### config.mk
export PLATFORM = sky130hd
export DESIGN_NAME = snoopf_dir
export DESIGN_NICKNAME = d
export VERILOG_FILES = /design/src/rtl/snoopf_pkg.sv /design/src/rtl/snoopf_match.sv /design/src/rtl/snoopf_ack.sv /design/src/rtl/snoopf_dir.sv
export SDC_FILE = /design/constraint.sdc
export NUM_CORES = 2
export LEC_CHECK = 0
export BUFFER_PORTS_ARGS = -buffer_cell sky130_fd_sc_hd__buf_2
export CAP_MARGIN = 30
export CORE_ASPECT_RATIO = 1.4
export CORE_UTILIZATION = 35
export DETAILED_ROUTE_END_ITERATION = 12
export GPL_ROUTABILITY_DRIVEN = 0
export GPL_TIMING_DRIVEN = 0
export PLACE_DENSITY = 0.48
export SETUP_SLACK_MARGIN = 0.1
export SYNTH_ARGS = -nofsm -noshare
export SYNTH_HDL_FRONTEND = slang
export SYNTH_HIERARCHICAL = 1
export SYNTH_SLANG_ARGS = --single-unit
### constraint.sdc
create_clock -name clk -period 12.4 [get_ports clk]
set_input_delay 1.86 -clock clk [delete_from_list [all_inputs] [get_ports clk]]
set_output_delay 1.86 -clock clk [all_outputs]
set_load 0.005 [all_outputs]
### src/rtl/snoopf_pkg.sv
package snoopf_pkg;
    localparam int unsigned NCORE      = 4;
    localparam int unsigned NWAY       = 4;
    localparam int unsigned NSET       = 16;
    localparam int unsigned ADDR_W     = 32;
    localparam int unsigned LINE_BYTES = 64;

    localparam int unsigned OFF_W  = $clog2(LINE_BYTES);
    localparam int unsigned IDX_W  = $clog2(NSET);
    localparam int unsigned TAG_W  = ADDR_W - OFF_W - IDX_W;
    localparam int unsigned CORE_W = $clog2(NCORE);
    localparam int unsigned WAY_W  = $clog2(NWAY);

    typedef logic [NCORE-1:0]  cmask_t;
    typedef logic [TAG_W-1:0]  tag_t;
    typedef logic [IDX_W-1:0]  idx_t;
    typedef logic [WAY_W-1:0]  way_t;
    typedef logic [CORE_W-1:0] core_t;
    typedef logic [ADDR_W-1:0] addr_t;

    typedef struct packed {
        logic   vld;
        tag_t   tag;
        cmask_t pres;
    } entry_t;

    typedef struct packed {
        core_t core;
        logic  excl;
        tag_t  tag;
        idx_t  idx;
    } txn_t;

    typedef enum logic [1:0] {
        S_IDLE = 2'd0,
        S_LOOK = 2'd1,
        S_WAIT = 2'd2
    } state_t;

    function automatic cmask_t core_bit(core_t c);
        return cmask_t'(1) << c;
    endfunction

    function automatic addr_t line_addr(tag_t t, idx_t i);
        return {t, i, {OFF_W{1'b0}}};
    endfunction
endpackage

### src/rtl/snoopf_match.sv
module snoopf_match
    import snoopf_pkg::*;
(
    input  entry_t ent [NWAY],
    input  way_t   age [NWAY],
    input  tag_t   tag,
    output logic   hit,
    output way_t   hit_way,
    output way_t   vict_way,
    output logic [NWAY-1:0] hit_vec
);
    logic [NWAY-1:0] empty_vec;

    for (genvar w = 0; w < NWAY; w++) begin : g_way
        assign hit_vec[w]   = ent[w].vld && (ent[w].tag == tag);
        assign empty_vec[w] = !ent[w].vld;
    end

    assign hit = |hit_vec;

    always_comb begin
        hit_way = '0;
        for (int w = 0; w < NWAY; w++) begin
            if (hit_vec[w]) hit_way = way_t'(w);
        end
    end

    // Lowest empty way first; with a full set, the oldest way.
    always_comb begin
        vict_way = '0;
        for (int w = 0; w < NWAY; w++) begin
            if (age[w] == way_t'(NWAY - 1)) vict_way = way_t'(w);
        end
        for (int w = NWAY - 1; w >= 0; w--) begin
            if (empty_vec[w]) vict_way = way_t'(w);
        end
    end
endmodule

### src/rtl/snoopf_ack.sv
module snoopf_ack
    import snoopf_pkg::*;
(
    input  logic   clk,
    input  logic   rst,
    input  logic   load,
    input  cmask_t load_mask,
    input  cmask_t ack,
    output cmask_t pending,
    output logic   done
);
    always_ff @(posedge clk) begin
        if (rst)       pending <= '0;
        else if (load) pending <= load_mask;
        else           pending <= pending & ~ack;
    end

    assign done = (pending & ~ack) == '0;

    // outstanding acknowledgements never gain a core except on a new load
    p_pend_no_grow_r5: assert property (@(posedge clk) disable iff (rst)
        !load |=> ((pending & ~$past(pending)) == '0));
endmodule

### src/rtl/snoopf_dir.sv
module snoopf_dir
    import snoopf_pkg::*;
(
    input  logic              clk,
    input  logic              rst,
    input  logic              req_valid,
    output logic              req_ready,
    input  logic [CORE_W-1:0] req_core,
    input  logic              req_excl,
    input  logic [ADDR_W-1:0] req_addr,
    output logic [NCORE-1:0]  inv_valid,
    output logic [ADDR_W-1:0] inv_addr,
    input  logic [NCORE-1:0]  inv_ack,
    output logic              gnt_valid,
    output logic [CORE_W-1:0] gnt_core,
    output logic              gnt_hit
);
    state_t st;
    txn_t   q;
    logic   q_hit;
    way_t   q_way;

    entry_t tbl [NSET][NWAY];
    way_t   age [NSET][NWAY];

    entry_t row     [NWAY];
    way_t   row_age [NWAY];

    logic            m_hit;
    way_t            m_hit_way, m_vict;
    logic [NWAY-1:0] m_hit_vec;

    cmask_t cb, tgt, pend;
    addr_t  look_addr;
    entry_t vict;
    logic   c_hit, do_commit, load, ack_done;
    way_t   c_way;

    logic unused_off;
    assign unused_off = ^req_addr[OFF_W-1:0];

    assign req_ready = (st == S_IDLE);

    always_comb begin
        for (int w = 0; w < NWAY; w++) begin
            row[w]     = tbl[q.idx][w];
            row_age[w] = age[q.idx][w];
        end
    end

    snoopf_match u_match (
        .ent      (row),
        .age      (row_age),
        .tag      (q.tag),
        .hit      (m_hit),
        .hit_way  (m_hit_way),
        .vict_way (m_vict),
        .hit_vec  (m_hit_vec)
    );

    // Targets and address of the invalidation decided in the lookup cycle
    always_comb begin
        cb   = core_bit(q.core);
        vict = row[m_vict];
        if (m_hit) begin
            tgt       = q.excl ? (row[m_hit_way].pres & ~cb) : '0;
            look_addr = line_addr(q.tag, q.idx);
        end else begin
            tgt       = vict.vld ? vict.pres : '0;
            look_addr = line_addr(vict.tag, q.idx);
        end
    end

    assign c_hit     = (st == S_LOOK) ? m_hit : q_hit;
    assign c_way     = (st == S_LOOK) ? (m_hit ? m_hit_way : m_vict) : q_way;
    assign load      = (st == S_LOOK) && (tgt != '0);
    assign do_commit = ((st == S_LOOK) && (tgt == '0)) || ((st == S_WAIT) && ack_done);

    snoopf_ack u_ack (
        .clk       (clk),
        .rst       (rst),
        .load      (load),
        .load_mask (tgt),
        .ack       (inv_ack),
        .pending   (pend),
        .done      (ack_done)
    );

    // Control and output pulses
    always_ff @(posedge clk) begin
        if (rst) begin
            st        <= S_IDLE;
            q         <= '0;
            q_hit     <= 1'b0;
            q_way     <= '0;
            inv_valid <= '0;
            inv_addr  <= '0;
            gnt_valid <= 1'b0;
            gnt_core  <= '0;
            gnt_hit   <= 1'b0;
        end else begin
            inv_valid <= '0;
            gnt_valid <= 1'b0;
            unique case (st)
                S_IDLE: begin
                    if (req_valid) begin
                        q.core <= req_core;
                        q.excl <= req_excl;
                        q.tag  <= req_addr[ADDR_W-1 -: TAG_W];
                        q.idx  <= req_addr[OFF_W +: IDX_W];
                        st     <= S_LOOK;
                    end
                end
                S_LOOK: begin
                    q_hit <= m_hit;
                    q_way <= m_hit ? m_hit_way : m_vict;
                    if (load) begin
                        inv_valid <= tgt;
                        inv_addr  <= look_addr;
                        st        <= S_WAIT;
                    end else begin
                        st <= S_IDLE;
                    end
                end
                S_WAIT: begin
                    if (ack_done) st <= S_IDLE;
                end
                default: st <= S_IDLE;
            endcase
            if (do_commit) begin
                gnt_valid <= 1'b1;
                gnt_core  <= q.core;
                gnt_hit   <= c_hit;
            end
        end
    end

    // Tag, presence and recency storage
    always_ff @(posedge clk) begin
        if (rst) begin
            for (int s = 0; s < NSET; s++) begin
                for (int w = 0; w < NWAY; w++) begin
                    tbl[s][w] <= '0;
                    age[s][w] <= way_t'(w);
                end
            end
        end else if (do_commit) begin
            for (int w = 0; w < NWAY; w++) begin
                if (way_t'(w) == c_way)
                    age[q.idx][w] <= '0;
                else if (age[q.idx][w] < age[q.idx][c_way])
                    age[q.idx][w] <= age[q.idx][w] + way_t'(1);
            end
            tbl[q.idx][c_way].vld  <= 1'b1;
            tbl[q.idx][c_way].tag  <= q.tag;
            tbl[q.idx][c_way].pres <= (c_hit && !q.excl) ? (row[c_way].pres | cb) : cb;
        end
    end

    // one transaction at a time
    p_one_txn_r11: assert property (@(posedge clk) disable iff (rst)
        (req_valid && req_ready) |=> !req_ready);

    // invalidation is a single-cycle pulse
    p_inv_pulse_r4: assert property (@(posedge clk) disable iff (rst)
        (inv_valid != '0) |=> (inv_valid == '0));

    // an ownership hit never invalidates the requester itself
    p_excl_skips_req_r4: assert property (@(posedge clk) disable iff (rst)
        (st == S_LOOK && m_hit && q.excl) |=> !inv_valid[q.core]);

    // no grant while an acknowledgement is still owed
    p_no_early_gnt_r5: assert property (@(posedge clk) disable iff (rst)
        (st == S_WAIT && !ack_done) |=> !gnt_valid);

    // grant and invalidation never share a cycle
    p_gnt_inv_apart_r5: assert property (@(posedge clk) disable iff (rst)
        !(gnt_valid && (inv_valid != '0)));

    // a tag matches at most one way of its set
    p_unique_hit_r10: assert property (@(posedge clk) disable iff (rst)
        (st == S_LOOK) |-> $onehot0(m_hit_vec));

    // the granted way becomes the most recent in its set
    p_lru_touch_r8: assert property (@(posedge clk) disable iff (rst)
        do_commit |=> (age[q.idx][$past(c_way)] == '0));
endmodule

# After elaboration in Yosys (flattened, before gate mapping)
# Memories as Yosys holds them, arrays and structs flattened. A register that Yosys moved wholly into a read port is not among the register bits.
# Cells that the tools add are included.
[classes]
add_sub_neg = 4
mul = 0
div_mod_pow = 0
order_cmp = 8
eq_ne = 14
n_shift = 1
n_mux = 314
n_bitwise = 230
reduce_logical = 23
[op_table]
columns = ["operator", "count"]
rows = [
  ["$mux 108", 5],
  ["$mux 1", 259],
  ["$or 1x1->1", 220],
  ["$bmux 27 s2", 3],
  ["$demux 27 s2", 3],
  ["$reduce_or 108->1", 1],
  ["$eq 22x22->1", 4],
  ["$mux 27", 3],
  ["$mux 4", 17],
  ["$mux 2", 19],
  ["$mux 32", 1],
  ["$mux 26", 1],
  ["$ge 3x3->1 const B", 3],
  ["$logic_and 1x1->1", 9],
  ["$not 2->3", 3],
  ["$add 2x1->2 const B", 4],
  ["$and 4x4->4", 2],
  ["$eq 2x2->1 const B", 4],
  ["$logic_not 4->1", 2],
  ["$lt 2x2->1", 4],
  ["$mux 8", 1],
  ["$not 4->4", 2],
  ["$reduce_or 8->1", 1],
  ["$pmux 2 s3", 1],
  ["16 further kinds", 22],
]
[word_totals]
register_bits = 78
latchBits = 0
ramBits = 1856
rom_bits = 0
inputBits = 42
output_inout_bits = 41
mem_count = 2
[memory_table]
columns = ["name", "depth", "width", "read_ports", "rd_ports_with_merged_regs", "wr", "line", "rtl"]
rows = [
  ["tbl", 16, 108, 1, 1, 16, "snoopf_dir.sv:23", "entry_t tbl [NSET][NWAY];"],
  ["age", 16, 8, 1, 1, 16, "snoopf_dir.sv:24", "way_t age [NSET][NWAY];"],
]

# Longest topological paths before layout
[depth]
word_depth = 24
ltp_mapped = 28
depth_no_buf = 18

# Cells and area by module
# The synthesis kept the hierarchy.
[by_module_without_submodules]
columns = ["mod", "instances", "cells_per_inst", "area_per_inst_um2"]
rows = [
  ["snoopf_dir", 1, 6064, 86153.9],
  ["snoopf_match", 1, 137, 1048.5],
  ["snoopf_ack", 1, 18, 198.9],
]

# Worst setup path before layout
# No wires, ideal clock.
[synth_path]
path_kind = "flip-flop to flip-flop"
from = "register with a tool-made name"
to = "memory tbl[8][54] in the netlist's numbering, enable pin"
setup_ns = 0.445
arrival_ns = 7.750
slack_ns = 4.205
path_stages_with_launch = 24
n_path_buf = 11
cell_sequence = "dfxtp_1 -> buf_2 -> buf_2 -> buf_2 -> buf_2 -> buf_1 -> buf_2 -> buf_1 -> mux4_2 -> mux4_2 -> xor2_1 -> nor4_1 -> nand4_1 -> or3_4 -> nand4_1 -> clkbuf_1 -> mux2_2 -> mux2i_1 -> clkbuf_1 -> nor2b_1 -> clkbuf_1 -> clkbuf_1 -> nand2_1 -> o21ai_0"
[synth_lines]
columns = ["item", "line"]
rows = [
  ["to (decl)", "snoopf_dir.sv:23"],
]

==> out/metrics.yaml <==
outcome: "complete, but fails checks"
violations: "negative setup slack"
grt_use_met3: 0.1178
grtUsageTotal: 0.3626
numCtsBuffers: 199
ant_nets: 0
drt_iter0_markers: 10760
num_vias: 64540
fin_nets: 6760
relSlewSlack: 0.1832
first_pass_iters: 6
leakagePower_nw: 32.60
yosys_warnings: 6
hp-class: "reg2reg"
synthesis.area_sq_mm: 0.08738
antenna_found_initial: 62
dieHeight_um: 593.2
wirelength_um: 462000
crit_type: "reg2reg"
powerDensity_mw_per_mm2: 150.0
grt_start_max_net_pins: 18
skew_ns: 0.08070
ioPinCount: 83
post-route-worst-setup-slack_ns: -0.3405
busiest_layer: "met2"
setup_viol: 165
rows: 216
drc: 0
core_sq_mm: 0.2478
cp_num_buf_inv: 15
drive_gt1_frac: 0.2243
area_growth_pct: 17.87
min_period_ns: 12.74
post_drt_via_cell_ratio: 6.350
die-area_sq_mm: 0.2517
hold_slack_ns: 0.4890
gr-total-overflow: 0
total_power_w: 0.01545
initial_core_util: 0.3526
cp_top_family: "buffers and inverters"
max_stage_delay_ns: 0.75
syn_inst: 6214
gr-usage-met1: 0.3802
critPathArrivalTime_ns: 13.31
critPathMaxFanout: 10
required_ns: 12.97
use_met2: 0.5692
grt_pass1_vias: 62730
syn_area_per_cell_sq_um: 14.06
hpwlAfterDp_um: 353300
root_buffer: "clkbuf_16"
cts.reportedPaths.clkPinSlew_ns: 0.07
worst_setup_path_start_kind: "flip-flop"
drv_cap: 0
rsz0062_at_grt: "no"
cts_buffer_depth: 4
fmax_mhz: 78.49
wire_per_inst_um: 45.45
portBuffers: 70
cp_slowest_cell: "nor4_1"
clk_latency_ns: 0.93
end_kind: "flip-flop"
path_common_cell: "buf_2"
cts_sinks: 1932
cts_tree: "built"
die_w_um: 424.3
htree_levels: 4
irDropWorstVdd_v: 0.0001114
hold_violations: 0
post-route-period-util: 1.027
final_max_slew_viol_count: 0
tightest_slew_ns: 1.221
grt_pass1_wl_um: 594000
## worst register-to-register path, stage by stage, from the launching register on
cell,delay (ns)
dfxtp_1,0.39
buf_2,0.29
buf_2,0.30
buf_2,0.28
buf_2,0.50
buf_1,0.66
buf_2,0.64
buf_2,0.72
mux4_2,0.49
mux4_2,0.53
xor2_1,0.36
nor4_1,0.75
buf_2,0.31
nand4_1,0.20
or3_1,0.37
nand4_1,0.10
clkbuf_1,0.64
mux2_2,0.46
mux2i_1,0.37
clkbuf_1,0.57
nor2b_1,0.21
clkbuf_1,0.59
clkbuf_1,0.63
nand2_1,0.65
o21ai_4,0.73
buf_12,0.26
buf_16,0.20
buf_16,0.19
## power breakdown
part | switching (W) | internal (W)
clock network | 0.00274 | 0.00326
logic | 0.00144 | 0.000626
registers | 0.0000821 | 0.00731
total | 0.00425 | 0.0112
## sequential cells by signal, indices dropped and copies added, names as in the netlist, named ones only
signal and cells:
gnt_core 2, inv_valid 4, age 128, inv_addr 26, q_way 2, tbl 1728
st 2, q_hit 1, q 29, u_ack/pending 4, gnt_valid 1, gnt_hit 1
## through the flow
step	cells	setup TNS (ns)	cell area (sq um)	util	worst slack, ns
6_report	10160	-17.40	103000	0.4156	-0.3405
5_1_grt	10140	0	102900	0.4154	0.1149
4_1_cts	10130	0	102800	0.4147	0.2013
3_5_place_dp	9770	-0.08430	96640	0.3900	-0.01196
3_3_place_gp	9559	-9184.38	91840	0.3706	-7.769
2_1_floorplan	6219	0	87400	-	4.205
## final cells by class
type	count	area, sq um
inverters	15	57.56
clock buffers	270	5424
clock inverters	84	666.9
fillers	22980	144800
plain buffers	551	3347
repair buffers	294	4536
flip-flops and latches	1932	56610
well taps	3270	4091
multi-input cells	3721	28190
diodes	27	67.56
## cells in the final DEF, fill, tap and decap left out, types with 38 or more instances in the layout
cell,instances
clkbuf_16,205
edfxtp_1,1792
nand2_1,582
mux2i_1,91
o22ai_1,72
mux4_2,564
xor2_1,51
buf_8,80
clkbuf_1,286
o31ai_1,64
buf_2,203
nor2_1,1738
a31oi_1,67
o21ai_4,64
xnor2_1,38
buf_16,46
buf_6,148
a21oi_1,68
dfxtp_1,140
buf_12,74
nor4_1,43
## timing repair
| action | CTS | global route |
|---|---|---|
| resized for setup | 1 | 4 |
| buffers inserted | 3 | 2 |
| setup endpoints to repair | 24 | 148 |
| hold buffers | 0 | 0 |
| pin swaps | 1 | 1 |
## per-layer routing
metal  wire length (um)  up-vias
li1                   -    24080
met1             142500    32880
met2             209000     5542
met3              53440     2022
met4              57010       14
met5                 85        -
## path summary, 6_finish.rpt
check                   start  slack, ns           to  depth (start not counted)
setup / recovery    flip-flop      -0.34  tbl[10][74]                         27
hold / removal    inv_addr[9]       0.49  inv_addr[9]                          2
setup reg to reg    flip-flop      -0.34  tbl[10][74]                         27
hold reg to reg   inv_addr[9]       0.49  inv_addr[9]                          2
No activity file was read; power rests on OpenSTA's default activity.
